[src/rtl/tbase_pkg.sv]
package tbase_pkg;
  localparam int unsigned CTL_EN   = 0;
  localparam int unsigned CTL_DIR  = 1;
  localparam int unsigned CTL_MLO  = 2;
  localparam int unsigned CTL_PBUF = 4;

  typedef enum logic [1:0] {
    SEL_CTRL = 2'd0,
    SEL_PER  = 2'd1,
    SEL_DIV  = 2'd2,
    SEL_CMP  = 2'd3
  } regsel_e;

  typedef enum logic [1:0] {
    MODE_EDGE  = 2'b00,
    MODE_CDN   = 2'b01,
    MODE_CUP   = 2'b10,
    MODE_CBOTH = 2'b11
  } cmode_e;
endpackage

[src/rtl/tbase_prescaler.sv]
module tbase_prescaler #(
  parameter int unsigned DW = 16
) (
  input  logic          clk,
  input  logic          rst_n,
  input  logic          en_i,
  input  logic [DW-1:0] div_i,
  output logic          tick_o
);
  logic [DW-1:0] pcnt_q, pcnt_d;
  logic          pcnt_upd;

  assign tick_o   = en_i && (pcnt_q >= div_i);
  assign pcnt_upd = en_i || (pcnt_q != '0);

  always_comb begin
    if (!en_i)       pcnt_d = '0;
    else if (tick_o) pcnt_d = '0;
    else             pcnt_d = pcnt_q + 1'b1;
  end

  always_ff @(posedge clk or negedge rst_n) begin
    if (!rst_n)        pcnt_q <= '0;
    else if (pcnt_upd) pcnt_q <= pcnt_d;
  end

  AST_PRE_IDLE_ZERO: assert property (@(posedge clk) disable iff (!rst_n)
    !en_i |=> (pcnt_q == '0));
endmodule

[src/rtl/tbase_counter.sv]
module tbase_counter
  import tbase_pkg::*;
#(
  parameter int unsigned CW = 16
) (
  input  logic          clk,
  input  logic          rst_n,
  input  logic          tick_i,
  input  cmode_e        mode_i,
  input  logic          pbuf_i,
  input  logic          per_wr_i,
  input  logic          ctl_wr_i,
  input  logic          ctl_dir_i,
  input  cmode_e        ctl_mode_i,
  input  logic [CW-1:0] wdata_i,
  output logic [CW-1:0] cnt_o,
  output logic          dir_o,
  output logic          evt_now_o,
  output logic          ovf_o,
  output logic          unf_o
);
  logic [CW-1:0] cnt_q, cnt_d;
  logic [CW-1:0] per_act_q, per_act_d, per_pend_q;
  logic          dir_q, dir_d, dir_nx;
  logic          ovf_c, unf_c, ovf_q, unf_q;
  logic          per_act_upd;

  // next count, direction and wrap events for one tick
  always_comb begin
    cnt_d = cnt_q;
    dir_d = dir_q;
    ovf_c = 1'b0;
    unf_c = 1'b0;
    if (mode_i == MODE_EDGE) begin
      if (!dir_q) begin
        if (cnt_q >= per_act_q) begin
          cnt_d = '0;
          ovf_c = 1'b1;
        end else begin
          cnt_d = cnt_q + 1'b1;
        end
      end else begin
        if (cnt_q == '0) begin
          cnt_d = per_act_q;
          unf_c = 1'b1;
        end else begin
          cnt_d = cnt_q - 1'b1;
        end
      end
    end else if (per_act_q != '0) begin
      if (!dir_q) begin
        if (cnt_q >= per_act_q - 1'b1) begin
          cnt_d = per_act_q;
          dir_d = 1'b1;
          ovf_c = 1'b1;
        end else begin
          cnt_d = cnt_q + 1'b1;
        end
      end else begin
        if (cnt_q <= {{(CW-1){1'b0}}, 1'b1}) begin
          cnt_d = '0;
          dir_d = 1'b0;
          unf_c = 1'b1;
        end else begin
          cnt_d = cnt_q - 1'b1;
        end
      end
    end else begin
      cnt_d = '0;
    end
  end

  assign evt_now_o = tick_i && (ovf_c || unf_c);

  // direction: software loads it only in edge mode
  always_comb begin
    if (ctl_wr_i && (ctl_mode_i == MODE_EDGE)) dir_nx = ctl_dir_i;
    else if (tick_i)                           dir_nx = dir_d;
    else                                       dir_nx = dir_q;
  end

  // live period: direct write or shadow transfer at a wrap
  assign per_act_upd = (per_wr_i && !pbuf_i) || (evt_now_o && pbuf_i);
  assign per_act_d   = (per_wr_i && !pbuf_i) ? wdata_i : per_pend_q;

  always_ff @(posedge clk or negedge rst_n) begin
    if (!rst_n) begin
      cnt_q      <= '0;
      dir_q      <= 1'b0;
      ovf_q      <= 1'b0;
      unf_q      <= 1'b0;
      per_act_q  <= '1;
      per_pend_q <= '1;
    end else begin
      if (tick_i)      cnt_q      <= cnt_d;
      dir_q <= dir_nx;
      ovf_q <= tick_i && ovf_c;
      unf_q <= tick_i && unf_c;
      if (per_wr_i)    per_pend_q <= wdata_i;
      if (per_act_upd) per_act_q  <= per_act_d;
    end
  end

  assign cnt_o = cnt_q;
  assign dir_o = dir_q;
  assign ovf_o = ovf_q;
  assign unf_o = unf_q;

  AST_CTR_HOLD: assert property (@(posedge clk) disable iff (!rst_n)
    !tick_i |=> $stable(cnt_q));
  AST_UP_WRAP: assert property (@(posedge clk) disable iff (!rst_n)
    (tick_i && mode_i == MODE_EDGE && !dir_q && cnt_q >= per_act_q) |=> (cnt_q == '0 && ovf_q));
  AST_DOWN_RELOAD: assert property (@(posedge clk) disable iff (!rst_n)
    (tick_i && mode_i == MODE_EDGE && dir_q && cnt_q == '0) |=> (unf_q && cnt_q == $past(per_act_q)));
  AST_CTR_TOP_TURN: assert property (@(posedge clk) disable iff (!rst_n)
    (tick_i && !ctl_wr_i && mode_i != MODE_EDGE && !dir_q && per_act_q != '0 && cnt_q == per_act_q - 1'b1)
      |=> (dir_q && ovf_q));
  AST_CTR_BOT_TURN: assert property (@(posedge clk) disable iff (!rst_n)
    (tick_i && !ctl_wr_i && mode_i != MODE_EDGE && dir_q && per_act_q != '0 && cnt_q == 1)
      |=> (!dir_q && unf_q && cnt_q == '0));
  AST_PULSE_EXCL: assert property (@(posedge clk) disable iff (!rst_n)
    !(ovf_q && unf_q));
endmodule

[src/rtl/tbase_compare.sv]
module tbase_compare
  import tbase_pkg::*;
#(
  parameter int unsigned CW = 16
) (
  input  logic          clk,
  input  logic          rst_n,
  input  logic          tick_i,
  input  cmode_e        mode_i,
  input  logic          dir_i,
  input  logic [CW-1:0] cnt_i,
  input  logic [CW-1:0] cmp_i,
  input  logic          clr_i,
  output logic          flag_o
);
  logic flag_q, flag_d, dir_ok, hit;

  always_comb begin
    unique case (mode_i)
      MODE_CDN: dir_ok = dir_i;
      MODE_CUP: dir_ok = !dir_i;
      default:  dir_ok = 1'b1;
    endcase
  end

  assign hit = tick_i && (cnt_i == cmp_i) && dir_ok;

  always_comb begin
    if (hit)        flag_d = 1'b1;
    else if (clr_i) flag_d = 1'b0;
    else            flag_d = flag_q;
  end

  always_ff @(posedge clk or negedge rst_n) begin
    if (!rst_n) flag_q <= 1'b0;
    else        flag_q <= flag_d;
  end

  assign flag_o = flag_q;

  AST_CMP_DOWN_ONLY: assert property (@(posedge clk) disable iff (!rst_n)
    ($rose(flag_q) && $past(mode_i) == MODE_CDN) |-> $past(dir_i));
  AST_CMP_UP_ONLY: assert property (@(posedge clk) disable iff (!rst_n)
    ($rose(flag_q) && $past(mode_i) == MODE_CUP) |-> !$past(dir_i));
endmodule

[src/rtl/tbase_timer.sv]
module tbase_timer
  import tbase_pkg::*;
#(
  parameter int unsigned CW = 16
) (
  input  logic          clk,
  input  logic          rst_n,
  input  logic          wr_en,
  input  logic [1:0]    wr_sel,
  input  logic [CW-1:0] wr_data,
  input  logic          evt_clr,
  input  logic          cmp_clr,
  output logic [CW-1:0] cnt_o,
  output logic          dir_o,
  output logic          evt_flag_o,
  output logic          cmp_flag_o,
  output logic          ovf_o,
  output logic          unf_o
);
  logic   rst_s1, rst_s2;
  logic   ctl_wr, per_wr, div_wr, cmp_wr;
  logic   en_q, pbuf_q;
  cmode_e mode_q, wr_mode;
  logic [CW-1:0] div_q, cmp_q;
  logic   tick, evt_now, evt_flag_q, evt_flag_d;
  logic [CW-1:0] cnt_w;
  logic   dir_w;

  // reset: asserted at once, released on a clock edge
  always_ff @(posedge clk or negedge rst_n) begin
    if (!rst_n) begin
      rst_s1 <= 1'b0;
      rst_s2 <= 1'b0;
    end else begin
      rst_s1 <= 1'b1;
      rst_s2 <= rst_s1;
    end
  end

  assign ctl_wr  = wr_en && (regsel_e'(wr_sel) == SEL_CTRL);
  assign per_wr  = wr_en && (regsel_e'(wr_sel) == SEL_PER);
  assign div_wr  = wr_en && (regsel_e'(wr_sel) == SEL_DIV);
  assign cmp_wr  = wr_en && (regsel_e'(wr_sel) == SEL_CMP);
  assign wr_mode = cmode_e'(wr_data[CTL_MLO+1:CTL_MLO]);

  always_ff @(posedge clk or negedge rst_s2) begin
    if (!rst_s2) begin
      en_q   <= 1'b0;
      pbuf_q <= 1'b0;
      mode_q <= MODE_EDGE;
      div_q  <= '0;
      cmp_q  <= '0;
    end else begin
      if (ctl_wr) begin
        en_q   <= wr_data[CTL_EN];
        pbuf_q <= wr_data[CTL_PBUF];
        mode_q <= wr_mode;
      end
      if (div_wr) div_q <= wr_data;
      if (cmp_wr) cmp_q <= wr_data;
    end
  end

  tbase_prescaler #(.DW(CW)) u_pre (
    .clk    (clk),
    .rst_n  (rst_s2),
    .en_i   (en_q),
    .div_i  (div_q),
    .tick_o (tick)
  );

  tbase_counter #(.CW(CW)) u_ctr (
    .clk        (clk),
    .rst_n      (rst_s2),
    .tick_i     (tick),
    .mode_i     (mode_q),
    .pbuf_i     (pbuf_q),
    .per_wr_i   (per_wr),
    .ctl_wr_i   (ctl_wr),
    .ctl_dir_i  (wr_data[CTL_DIR]),
    .ctl_mode_i (wr_mode),
    .wdata_i    (wr_data),
    .cnt_o      (cnt_w),
    .dir_o      (dir_w),
    .evt_now_o  (evt_now),
    .ovf_o      (ovf_o),
    .unf_o      (unf_o)
  );

  tbase_compare #(.CW(CW)) u_cmp (
    .clk    (clk),
    .rst_n  (rst_s2),
    .tick_i (tick),
    .mode_i (mode_q),
    .dir_i  (dir_w),
    .cnt_i  (cnt_w),
    .cmp_i  (cmp_q),
    .clr_i  (cmp_clr),
    .flag_o (cmp_flag_o)
  );

  always_comb begin
    if (evt_now)      evt_flag_d = 1'b1;
    else if (evt_clr) evt_flag_d = 1'b0;
    else              evt_flag_d = evt_flag_q;
  end

  always_ff @(posedge clk or negedge rst_s2) begin
    if (!rst_s2) evt_flag_q <= 1'b0;
    else         evt_flag_q <= evt_flag_d;
  end

  assign cnt_o      = cnt_w;
  assign dir_o      = dir_w;
  assign evt_flag_o = evt_flag_q;

  AST_FLAG_STICKY: assert property (@(posedge clk) disable iff (!rst_s2)
    (evt_flag_q && !evt_clr) |=> evt_flag_q);
  AST_FLAG_WITH_PULSE: assert property (@(posedge clk) disable iff (!rst_s2)
    (ovf_o || unf_o) |-> evt_flag_q);
  AST_DIR_LOCKED: assert property (@(posedge clk) disable iff (!rst_s2)
    (ctl_wr && wr_mode != MODE_EDGE && !tick) |=> $stable(dir_w));
endmodule

[config.mk]
export PLATFORM = sky130hd
export DESIGN_NAME = tbase_timer
export DESIGN_NICKNAME = d
export VERILOG_FILES = /design/src/rtl/tbase_pkg.sv /design/src/rtl/tbase_prescaler.sv /design/src/rtl/tbase_counter.sv /design/src/rtl/tbase_compare.sv /design/src/rtl/tbase_timer.sv
export SDC_FILE = /design/constraint.sdc
export NUM_CORES = 1
export LEC_CHECK = 0
export BUFFER_PORTS_ARGS = -buffer_cell sky130_fd_sc_hd__buf_2
export CORE_MARGIN = 5
export CORE_UTILIZATION = 55
export DETAILED_ROUTE_END_ITERATION = 12
export GPL_TIMING_DRIVEN = 0
export PLACE_DENSITY = 0.79
export SKIP_LAST_GASP = 1
export SYNTH_ARGS = -nofsm -noshare
export SYNTH_HDL_FRONTEND = slang
export SYNTH_SLANG_ARGS = --single-unit
[constraint.sdc]
create_clock -name clk -period 3 [get_ports clk]
set_clock_uncertainty 0.05 [all_clocks]
set_input_delay 0.6 -clock clk [delete_from_list [all_inputs] [get_ports clk]]
set_output_delay 0.6 -clock clk [all_outputs]
set_load 0.02 [all_outputs]
==> results.json, run 1 <==
{
  "status": "complete, but fails checks",
  "violations": "negative setup slack",
  "diodes": 0,
  "synth-edff-count": 0,
  "drive_gt1_share_pct": 24.7,
  "clk_path_buf_depth": 2,
  "io-pin-count": 44,
  "start_util_pct": 56.5,
  "clkSinkCount": 107,
  "crit_fanout": 8,
  "cts.htree.levels": 3,
  "startpoint_type": "flip-flop",
  "finalSetupViolations": 35,
  "num_vias": 6583,
  "fp.coreArea_um2": 13300,
  "syn2layout_area_growth_pct": 15.9,
  "grt.overflow.total": 0,
  "vdd_drop_max_v": 0.000405,
  "rsz0062_at_grt": "true",
  "netlist_area_um2": 7510,
  "setup_slack_ps": -980,
  "grt_pass1_vias": 6362,
  "yosysWarnings": 0,
  "final-hold-violation-count": 0,
  "avgRoutedWirePerCell_um": 20.5,
  "synth_flop_cell": "dfrtp_1",
  "clock-root-buffer": "clkbuf_16",
  "cts_buffers": 9,
  "p_per_area_nw_per_um2": 603,
  "drt-initial-drc-count": 674,
  "crit_type": "reg2reg",
  "dieArea_um2": 16100,
  "cts.clk_slew.worst_paths_ps": 70,
  "grt_pass1_wl_um": 34400,
  "synth_top_cell_by_area": "dfrtp_1",
  "cp.arrival_ps": 4150,
  "slew-limit-headroom_pct": 22.0,
  "synth.avg_cell_area_um2": 9.46,
  "via_per_inst": 6.24,
  "reg2reg_from": "u_ctr.per_act_q[3]$_DFFE_PN1P_",
  "fin_crit_ps": 3980,
  "pre_cts_ws_ps": -1320,
  "synth.top_cell.area_share_pct": 25.0,
  "p_leak_nw": 3.69,
  "post-dp-hpwl_um": 15800,
  "cts_tree": "built",
  "dr.pass1.iters": 5,
  "rrSetupSlack_ps": -980,
  "grt_use_total_pct": 27.2,
  "synthTopCellsByArea": "dfrtp_1 (25%), dfstp_2 (11%), ha_1 (9.7%), mux2_2 (7.8%), xnor2_1 (5.7%)",
  "p_total_w": 0.00525,
  "dpl_cell_area_um2": 8070,
  "synth_cells": 794,
  "ys_seq_area_share_pct": 36.2,
  "grt_max_degree": 72,
  "timing.final.crit_share_pct": 133,
  "slew_violations": 0,
  "cp.required_ps": 3170,
  "worstSetupStartpoint": "u_ctr.per_act_q[3]$_DFFE_PN1P_",
  "layout.nets": 955,
  "design_area_um2": 8700,
  "hp-class": "reg2async",
  "yosys.cell_types.count": 71,
  "io_buffers": 43,
  "async_flop_share_pct": 100,
  "holdWs_ps": 259,
  "final_cells": 1055,
  "max_freq_mhz": 251,
  "rows": 42,
  "drc": 0,
  "antenna_found_initial": 0,
  "maxCapViolations": 0,
  "insertion_delay_ps": 360,
  "die_x_um": 127,
  "die_y_um": 127,
  "ys_ff_latch": 107,
  "routed_wl_um": 21600,
  "drtAntennaViolNets": 0,
  "critPathCaptureType": "flip-flop",
  "dp_cells": 1014,
  "syn_nets": 875,
  "worst_pin_slew_ps": 1160,
  "place_congestion": 0.987
}
-- cells in the mapped netlist, drive strengths merged (5+ instances only) --
cell type,instances
buf,11
nand3,30
mux2i,6
nor3,35
a211oi,14
ha,58
inv,54
or3,17
nand2,48
a221oi,5
o211ai,9
nor4,17
mux2,52
clkbuf,31
o221a,14
dfstp,32
a21oi,29
o22ai,6
nand4,17
o21ai,25
xnor2,49
dfrtp,75
xor2,21
a31oi,10
nor2,72
-- worst paths after layout --
path	endpoint	depth (start not counted)
setup / recovery	u_ctr.cnt_o[14]$_DFFE_PN0P_	19
hold / removal	u_ctr.cnt_o[2]$_DFFE_PN0P_	0
setup reg to reg	u_ctr.cnt_o[14]$_DFFE_PN0P_	19
hold reg to reg	u_ctr.cnt_o[2]$_DFFE_PN0P_	0
max in group asynchronous	u_ctr.per_pend_q[8]$_DFFE_PN1P_	1
min in group clk	rst_s2$_DFF_PN0_	0
-- sequential cells by signal (all words and copies together) (netlist names), 2 cells and up --
name              cells
u_pre.pcnt_q         16
u_ctr.per_act_q      16
cmp_q                16
div_q                16
mode_q                2
u_ctr.cnt_o          16
u_ctr.per_pend_q     16
-- metal layers --
layer | GRT usage, % | wire (um) | up-vias | share of wire (%)
li1 | - | - | 3048 | -
met1 | 34.8 | 8640 | 3160 | 40
met5 | 0 | 0 | - | 0
met4 | 11.7 | 895 | 0 | 4.1
met2 | 43.9 | 10300 | 310 | 48
met3 | 6.68 | 1800 | 65 | 8.3
-- metrics by stage --
| step | util, % | TNS [ps] |
|---|---|---|
| CTS | 64.5 | -31790 |
| detailed placement | 60.7 | -38750 |
| global route | 65.5 | -36920 |
| global placement | 60.5 | -37630 |
| floorplan | - | -14990 |
| finish | 65.5 | -31480 |
-- cell usage in the layout (no fill, tap or decap), types with 4 or more instances in the layout --
master,synthesis,final
a211oi_1,14,13
a21oi_1,29,29
a221oi_2,0,4
a31oi_1,9,9
buf_2,4,45
buf_4,1,15
buf_6,3,12
clkbuf_1,31,32
clkbuf_16,0,9
dfrtp_1,75,74
dfstp_2,32,32
ha_1,58,58
inv_1,54,53
mux2_2,52,51
mux2i_1,6,6
nand2_1,48,46
nand3_1,30,28
nand4_1,16,16
nor2_1,71,68
nor2_4,1,4
nor3_1,33,31
nor4_1,15,12
nor4_4,2,4
o211ai_1,9,9
o21ai_0,19,18
o21ai_1,4,5
o221a_1,8,8
o221a_2,6,6
o22ai_1,6,6
o32ai_1,4,4
or3_1,17,17
xnor2_1,49,48
xor2_1,21,21
-- area by class of cell --
type	count	area (um2)
Buffer	42	215
Fill cell	1071	4590
Tap cell	176	220
Clock inverter	5	61.3
Clock buffer	11	233
Timing Repair Buffer	69	474
Inverter	55	206
Multi-Input combinational cell	590	4570
Sequential cell	107	2720
-- logic make-up after synthesis --
kind of cell	share of synthesized area [%]
other	0.0499
flip-flops	36.2
AO/OA/AOI/OAI	14.7
buffers and inverters	5.26
multiplexers	8.60
XOR/XNOR	8.16
AND/OR/NAND/NOR	17.3
adder cells (fa/ha/maj)	9.66
-- critical path: stages, from the launching register on --
cell and delay (ps):
dfstp_2 390, or4_4 580, nor4_4 220, nand2_2 140
nor2_4 170, nand3_2 120, xnor2_2 150, ha_1 290
nand4_1 100, buf_6 140, a211oi_4 40, a2111oi_4 270
buf_4 200, buf_6 100, o21a_1 120, buf_6 140
buf_8 150, nor3_1 60, o311ai_1 300, nand3_1 110
-- power breakdown --
group          total, W  internal [W]  switching [W]  leakage, nW
clock network   0.00120      0.000655       0.000544        0.140
registers       0.00215       0.00180       0.000353         1.28
logic           0.00190      0.000804        0.00110         2.27
-- repair_timing --
| action | CTS | global route |
|---|---|---|
| gates cloned | 1 | 0 |
| buffers inserted | 13 | 11 |
| gates resized for setup | 22 | 13 |
| hold endpoints to repair | 2 | 0 |
| setup endpoints to repair | 35 | 36 |
| pin swaps | 20 | 21 |
| hold buffers | 1 | 0 |
No activity file was read; power rests on OpenSTA's default activity.
==> run 2: changes to the inputs <==
--- a/config.mk
+++ b/config.mk
@@ -6,6 +6,7 @@
 export NUM_CORES = 1
 export LEC_CHECK = 0
 export BUFFER_PORTS_ARGS = -buffer_cell sky130_fd_sc_hd__buf_2
+export CORE_ASPECT_RATIO = 0.5
 export CORE_MARGIN = 5
 export CORE_UTILIZATION = 55
 export DETAILED_ROUTE_END_ITERATION = 12
==> run 2 against run 1 <==
The run still ends with negative setup slack left. Count of clock-buffer cells in the layout shrank 2. Combinational power rose by 5%. Largest power group unchanged. Clock power about the same. Utilization is 0.70 points lower. Sequential power is essentially flat. Critical path depth decreased by 4. Via count grew 1.7%.
==> results.json, run 2 (synthesized netlist as in run 1, its figures left out) <==
{
  "holdWs_ps": 308,
  "cts_tree": "built",
  "slew-limit-headroom_pct": 7.90,
  "grt.overflow.total": 0,
  "via_per_inst": 6.38,
  "p_per_area_nw_per_um2": 615,
  "violations": "negative setup slack",
  "cp.required_ps": 3230,
  "fp.coreArea_um2": 13500,
  "place_congestion": 0.969,
  "grt_use_total_pct": 28.9,
  "clkSinkCount": 107,
  "insertion_delay_ps": 360,
  "setup_slack_ps": -892,
  "crit_type": "reg2reg",
  "cp.arrival_ps": 4130,
  "final-hold-violation-count": 0,
  "num_vias": 6695,
  "cts.htree.levels": 3,
  "vdd_drop_max_v": 0.000372,
  "fillCellCount": 1099,
  "post-dp-hpwl_um": 16800,
  "comb_power_share_pct": 37.1,
  "rows": 30,
  "p_leak_nw": 3.67,
  "dr.pass1.iters": 6,
  "gr-usage-met3_pct": 8.08,
  "hp-class": "reg2reg",
  "io_buffers": 43,
  "clock-root-buffer": "clkbuf_16",
  "final_core_util_pct": 64.8,
  "antenna_found_initial": 0,
  "p_int_w": 0.00320,
  "routed_wl_um": 23300,
  "switching_power_w": 0.00217,
  "dieArea_um2": 16200,
  "worst_pin_slew_ps": 1360,
  "io-pin-count": 44,
  "fin_crit_ps": 3890,
  "critPathCaptureType": "flip-flop",
  "startpoint_type": "flip-flop",
  "start_util_pct": 55.7,
  "timing.final.crit_share_pct": 130,
  "use_met2_pct": 45.6,
  "drive_gt1_share_pct": 25.7,
  "layout.nets": 949,
  "clockPowerShare_pct": 22.3,
  "drt-initial-drc-count": 684,
  "p_sw_share_pct": 40.4,
  "diodes": 0,
  "avgRoutedWirePerCell_um": 22.2,
  "grt_pass1_vias": 6621,
  "drc": 0,
  "layout.cells.most_common_list": "dfrtp_1 (74), nor2_1 (68), ha_1 (58)",
  "grt_use_met1_pct": 38.7,
  "finalSetupViolations": 35,
  "maxCapViolations": 0,
  "die_y_um": 92.6,
  "crit_fanout": 8,
  "status": "complete, but fails checks",
  "syn2layout_area_growth_pct": 16.2,
  "grt_pass1_wl_um": 36600,
  "top_usage_layer": "met2",
  "grt_max_degree": 59,
  "clk_path_buf_depth": 2,
  "final_common_cell": "dfrtp_1",
  "rsz0062_at_grt": "true",
  "drtAntennaViolNets": 0,
  "cts.clk_slew.worst_paths_ps": 80,
  "slew_violations": 0,
  "max_freq_mhz": 257,
  "cts_buffers": 9,
  "die_x_um": 175,
  "p_seq_share_pct": 40.6
}
==> run 2: changes by cell type in the layout (fill, tap and decap cells not counted), sizes merged <==
cell	before	now
buf	79	73
clkinv	2	5
clkbuf	42	40
bufinv	1	0
==> run 2: worst paths after layout <==
path	startpoint	slack [ps]	depth (start not counted)	endpoint
worst max-delay path	u_ctr.per_act_q[4]$_DFFE_PN1P_	-890	15	u_ctr.per_act_q[14]$_DFFE_PN1P_
worst min-delay path	rst_s1$_DFF_PN0_	310	0	rst_s2$_DFF_PN0_
worst max register to register	u_ctr.per_act_q[4]$_DFFE_PN1P_	-890	15	u_ctr.per_act_q[14]$_DFFE_PN1P_
worst min register to register	rst_s1$_DFF_PN0_	310	0	rst_s2$_DFF_PN0_
max in group asynchronous	rst_s2$_DFF_PN0_	1780	1	u_ctr.per_act_q[4]$_DFFE_PN1P_
min in group asynchronous	rst_s2$_DFF_PN0_	340	0	u_pre.pcnt_q[2]$_DFFE_PN0P_
==> run 2: worst max-delay path, stage by stage, from the launching register on <==
cell     delay [ps]
dfstp_2         400
or4_4           570
nor4_4          230
nand2_2         130
nor2_4          160
nand3_2          90
xnor2_1         130
ha_1            290
nand4_1         190
nor2_1          160
nand4_1         250
o21ai_4         270
a32oi_4         110
a211o_4         430
buf_6           150
o221a_1         200
==> run 2: stage by stage <==
| step | power (W) | setup TNS [ps] | area [um2] | cells | worst slack (ps) |
|---|---|---|---|---|---|
| global placement | 0.00390 | -35350 | 8040 | 1013 | -1240 |
| global route | 0.00566 | -33520 | 8730 | 1049 | -1130 |
| floorplan | 0.00338 | -14990 | 7610 | 794 | -575 |
| detailed placement | 0.00399 | -36680 | 8070 | 1014 | -1260 |
| CTS | 0.00525 | -28560 | 8600 | 1045 | -915 |
| finish | 0.00537 | -28570 | 8730 | 1049 | -892 |
==> run 2: layout make-up <==
type / count / area (um2) / share of cell area, %
clock buffers: 9 / 225 / 2.58
repair buffers: 63 / 432 / 4.95
well taps: 176 / 220 / 2.52
plain buffers: 42 / 211 / 2.42
clock inverters: 7 / 72.6 / 0.831
multi-input cells: 590 / 4640 / 53.2
inverters: 55 / 206 / 2.37
flip-flops and latches: 107 / 2720 / 31.2
==> run 2: routing by layer <==
metal / part of all wire [%] / wire [um] / up-vias
li1: - / - / 3035
met1: 41 / 9660 / 3216
met2: 44 / 10200 / 356
met3: 12 / 2710 / 88
met4: 3.2 / 736 / 0
met5: 0 / 0 / -
==> run 2: power groups by stage <==
stage | Sequential (W) | Combinational [W] | Clock (W)
after floorplan | 0.00205 | 0.00133 | 0
after global placement | 0.00218 | 0.00173 | 0
after detailed placement | 0.00218 | 0.00181 | 0
after CTS | 0.00215 | 0.00190 | 0.00120
after global routing | 0.00220 | 0.00218 | 0.00127
final | 0.00218 | 0.00199 | 0.00120
==> run 2: repair_timing <==
| item | 4_1_cts | 5_1_grt |
|---|---|---|
| resized for setup | 23 | 19 |
| pin swaps | 31 | 12 |
| setup buffers | 12 | 4 |
| setup endpoints to repair | 35 | 36 |
| cloned | 2 | 0 |
| hold endpoints to repair | 2 | 0 |
| hold buffers | 1 | 0 |
